$ cat config.mk
export PLATFORM = sky130hd
export DESIGN_NAME = anode_pattern_finder
export DESIGN_NICKNAME = d
export VERILOG_FILES = /design/src/rtl/anode_pattern_finder.sv
export SDC_FILE = /design/constraint.sdc
export NUM_CORES = 1
export LEC_CHECK = 0
export BUFFER_PORTS_ARGS = -buffer_cell sky130_fd_sc_hd__buf_4
export CAP_MARGIN = 15
export CELL_PAD_IN_SITES_DETAIL_PLACEMENT = 1
export CELL_PAD_IN_SITES_GLOBAL_PLACEMENT = 2
export CORE_MARGIN = 5
export CORE_UTILIZATION = 34
export CTS_CLUSTER_SIZE = 28
export DETAILED_ROUTE_END_ITERATION = 10
export GPL_ROUTABILITY_DRIVEN = 0
export PLACE_DENSITY = 0.87
export SLEW_MARGIN = 20
export SYNTH_ARGS = -nofsm -noshare
export SYNTH_HDL_FRONTEND = slang
export SYNTH_SLANG_ARGS = --single-unit
$ cat constraint.sdc
create_clock -name clk -period 41.1 [get_ports clk]
set_clock_uncertainty 0.1 [all_clocks]
set_input_delay 2.055 -clock clk [delete_from_list [all_inputs] [get_ports clk]]
set_output_delay 2.055 -clock clk [all_outputs]
set_load 0.01 [all_outputs]
$ cat src/rtl/anode_pattern_finder.sv
module anode_pattern_finder #(
  parameter int NWG = 16,
  localparam int KW = $clog2(NWG)
) (
  input  logic           clk,
  input  logic           rst_n,
  input  logic           hit_valid,
  input  logic [NWG-1:0] hits_l0,
  input  logic [NWG-1:0] hits_l1,
  input  logic [NWG-1:0] hits_l2,
  input  logic [NWG-1:0] hits_l3,
  input  logic [NWG-1:0] hits_l4,
  input  logic [NWG-1:0] hits_l5,
  output logic           c0_valid,
  output logic [KW-1:0]  c0_key,
  output logic [1:0]     c0_qual,
  output logic           c1_valid,
  output logic [KW-1:0]  c1_key,
  output logic [1:0]     c1_qual
);

  logic [NWG+3:0] p0, p1, p2, p3, p4, p5;
  assign p0 = {2'b00, hits_l0, 2'b00};
  assign p1 = {2'b00, hits_l1, 2'b00};
  assign p2 = {2'b00, hits_l2, 2'b00};
  assign p3 = {2'b00, hits_l3, 2'b00};
  assign p4 = {2'b00, hits_l4, 2'b00};
  assign p5 = {2'b00, hits_l5, 2'b00};

  logic [2*NWG-1:0] qv, q_r;
  logic             v1;

  for (genvar k = 0; k < NWG; k++) begin : g_key
    logic [5:0] lh;
    logic [2:0] cnt;
    assign lh[0] = |p0[k+2 -: 3];
    assign lh[1] = |p1[k+2 -: 2];
    assign lh[2] = p2[k+2];
    assign lh[3] = |p3[k+3 -: 2];
    assign lh[4] = |p4[k+4 -: 3];
    assign lh[5] = |p5[k+4 -: 3];
    assign cnt = {2'b0, lh[0]} + {2'b0, lh[1]} + {2'b0, lh[2]}
               + {2'b0, lh[3]} + {2'b0, lh[4]} + {2'b0, lh[5]};
    assign qv[2*k +: 2] = (cnt == 3'd6) ? 2'd3 :
                          (cnt == 3'd5) ? 2'd2 :
                          (cnt == 3'd4) ? 2'd1 : 2'd0;
  end

  always_ff @(posedge clk) begin
    if (!rst_n) begin
      v1  <= 1'b0;
      q_r <= '0;
    end else begin
      v1  <= hit_valid;
      q_r <= hit_valid ? qv : '0;
    end
  end

  logic [KW-1:0] b0, b1;
  logic [1:0]    bq0, bq1;
  logic          f1;

  always_comb begin
    b0  = '0;
    bq0 = q_r[1:0];
    for (int k = 1; k < NWG; k++)
      if (q_r[2*k +: 2] > bq0) begin
        b0  = KW'(k);
        bq0 = q_r[2*k +: 2];
      end
    b1  = '0;
    bq1 = 2'd0;
    f1  = 1'b0;
    for (int k = 0; k < NWG; k++)
      if ((k >= int'(b0) + 3 || int'(b0) >= k + 3) && (!f1 || q_r[2*k +: 2] > bq1)) begin
        b1  = KW'(k);
        bq1 = q_r[2*k +: 2];
        f1  = 1'b1;
      end
  end

  logic e0, e1;
  assign e0 = v1 && (bq0 != 2'd0);
  assign e1 = e0 && f1 && (bq1 != 2'd0);

  always_ff @(posedge clk) begin
    if (!rst_n) begin
      c0_valid <= 1'b0;
      c0_key   <= '0;
      c0_qual  <= 2'd0;
      c1_valid <= 1'b0;
      c1_key   <= '0;
      c1_qual  <= 2'd0;
    end else begin
      c0_valid <= e0;
      c0_key   <= e0 ? b0 : '0;
      c0_qual  <= e0 ? bq0 : 2'd0;
      c1_valid <= e1;
      c1_key   <= e1 ? b1 : '0;
      c1_qual  <= e1 ? bq1 : 2'd0;
    end
  end

endmodule

==> impl_metrics.csv <==
group,metric,value,unit
status,status,"complete, no violations",
die,fp-row-count,50,
job,drv_cap,0,
global_route,track_usage,0.169,
global_route,grt_overflow,0,
yosys,syn_avg_cell_area,8.06,sq um
die,fp.dieArea,0.0220,sq mm
cts,h-tree-depth,2,
yosys,ys_warn_count,0,
final_layout,final_nets,1160,
yosys,syn-num-nets,1046,
critical_path,crit_fanout,16,
drt,dr.pass1.iters,4,
yosys,synth_area_leader_cell,"ha_1",
place,dp_hpwl,16.3,mm
die,die_w,148,um
sta,tightestPinTransition,1.01,ns
drt,post_drt_via_cell_ratio,5.18,
die,dieHeight,148,um
die,ios,113,
cts,cts_resized,0,
drt,drt_iter0_markers,163,
yosys,syn_area,0.00652,sq mm
drt,wl_per_cell,15.9,um
yosys,yosysTopAreaCellShare,0.173,
sta,setup_viol,0,
yosys,yosys.cell_types.count,77,
critical_path,cp_common_cell,"ha_1",
cts,root_buffer,"clkbuf_16",
global_route,grt_antenna_before_repair,0,
cts,clk_pin_slew,0.08,ns
critical_path,crit_type,"flip-flop to flip-flop",
die,start_util,0.347,
drt,totalWireLength,18.4,mm
critical_path,arrival,35.59,ns
critical_path,cpPeakStageDelay,0.60,ns
global_route,grt_pass1_wl,30.8,mm
final_layout,syn_to_final_growth,19.8,%
sta,slew_headroom,0.324,
critical_path,critPathLaunchType,"flip-flop",
critical_path,crit_required,41.19,ns
drt,vias,5999,
cts,clock_latency,0.30,ns
yosys,async_flop_share,0,
sta,finalCritPeriodShare,0.864,
sta,slew_violations,0,
cts,cts_inserted_buffers,5,
cts,postCtsHoldBufs,0,
yosys,synth-edff-count,0,
cts,cts_tree,"done",
cts,cts_buffer_depth,2,
cts,cts.sink_count,47,
sta,fin_crit,35.50,ns
global_route,grt_max_degree,17,
sta,fmax,0.0282,GHz
die,core,0.0188,sq mm
yosys,synthTopCellsByArea,"ha_1, fa_1, dfxtp_1",
yosys,netlist_instances,809,
global_route,grt_pass1_vias,6259,
yosys,yosysSeqAreaShare,0.144,
place,portBuffers,112,
critical_path,end_kind,"flip-flop",
final_layout,diodes,0,
sta,finalSetupTns,0,ns
drt,ant_nets,0,
sta,hold_viol,0,
yosys,synth_ff_type,"dfxtp_1",
cts,post_cts.repair.setup_buffers,0,
critical_path,slowest_stage,"ha_1",
yosys,synth-seq-cells,47,
worst_hold_path,hold_class,"flip-flop to flip-flop",
final_layout,drive_gt1_frac,0.195,
drt,drc,0,
sta,rsz0062_at_grt,"no",
critical path, delay by kind of cell, from the launching register on:
kind,cells,cell delay [ns]
flip-flops,1,0.40
adder cells (fa/ha/maj),31,8.42
AND/OR/NAND/NOR,55,9.19
buffers and inverters,4,0.39
multiplexers,3,1.02
AO/OA/AOI/OAI,72,15.86
per-layer routing:
metal / up-vias / track usage / share of wire
met1: 2864 / 0.236 / 0.49
li1: 3024 / - / -
met5: - / 0 / 0
met3: 13 / 0.0222 / 0.042
met4: 0 / 0.0337 / 0.011
met2: 98 / 0.279 / 0.46
logic make-up after synthesis:
logic type / share of synthesized area
adder cells (fa/ha/maj): 0.320
AND/OR/NAND/NOR: 0.218
buffers and inverters: 0.0689
AO/OA/AOI/OAI: 0.217
XOR/XNOR: 0.0228
multiplexers: 0.00902
flip-flops: 0.144
cell usage after synthesis, types with 3 or more instances:
| cell type | count |
|---|---|
| a211oi_1 | 6 |
| a21o_1 | 6 |
| a21oi_1 | 24 |
| a221oi_1 | 3 |
| a311oi_1 | 3 |
| a31oi_1 | 13 |
| and2_1 | 5 |
| and3_1 | 3 |
| clkbuf_1 | 3 |
| dfxtp_1 | 47 |
| fa_1 | 48 |
| ha_1 | 90 |
| inv_1 | 113 |
| mux2_2 | 3 |
| nand2_1 | 59 |
| nand2b_1 | 7 |
| nand3_1 | 13 |
| nand4_1 | 3 |
| nor2_1 | 97 |
| nor2b_1 | 19 |
| nor3_1 | 57 |
| o2111ai_1 | 3 |
| o211a_1 | 3 |
| o211ai_1 | 6 |
| o21a_1 | 6 |
| o21ai_0 | 28 |
| o21ai_1 | 4 |
| o21ba_2 | 12 |
| o21bai_1 | 8 |
| o22a_1 | 7 |
| o22ai_1 | 5 |
| o31ai_1 | 6 |
| or2_2 | 26 |
| or3_1 | 3 |
| xnor2_1 | 16 |
layout by cell type (no fill, tap or decap), types with 4 or more instances in the layout:
cell type and count:
o31ai_1 6, o21ba_2 12, fa_1 48, o22ai_1 5
buf_4 113, nand3_1 13, clkbuf_16 5, o21ai_1 4
o21ai_0 28, o21a_1 6, o211ai_1 6, nor2_1 97
o21bai_1 8, ha_1 90, nor3_1 57, xnor2_1 16
nand2b_1 7, nor2b_1 19, dfxtp_1 47, or2_2 26
a21oi_1 24, nand2_1 59, inv_1 113, a21o_1 6
and2_1 5, a31oi_1 13, o22a_1 7, a211oi_1 6
stage by stage:
stage / setup WS, ns / util / cell area (sq um) / hold WS [ns] / std cells
after CTS: 5.58 / 0.416 / 7800 / 0.441 / 1158
final: 5.60 / 0.416 / 7800 / 0.441 / 1158
after floorplan: 10.90 / - / 6520 / 0.334 / 809
after global placement: 6.56 / 0.407 / 7630 / 0.428 / 1150
after detailed placement: 5.79 / 0.407 / 7630 / 0.438 / 1150
after global routing: 2.27 / 0.416 / 7800 / 0.467 / 1158
flip-flops by register name, summed over array words and instances, names as in the netlist:
signal and cells:
c0_key 4, c1_key 4, c1_valid 1, q_r 32, v1 1, c0_valid 1, c1_qual 2, c0_qual 2
final timing paths:
check,startpoint,endpoint,slack [ns],cells past startpoint
worst max-delay path,q_r[3],c1_key[3],5.60,165
worst min-delay path,v1,c0_qual[1],0.44,2
worst max register to register,q_r[3],c1_key[3],5.60,165
worst min register to register,v1,c0_qual[1],0.44,2
final cells by class:
cell class              count  area (sq um)
fillers                  2343         11000
multi-input cells         643          5130
flip-flops and latches     47           941
repair buffers            113           848
inverters                 113           424
well taps                 234           293
clock buffers               5           125
clock inverters             3          46.3
Power is left out: the tool's default activity adds up to more than one toggle a clock period on the data nets, which glitch-free logic cannot reach.
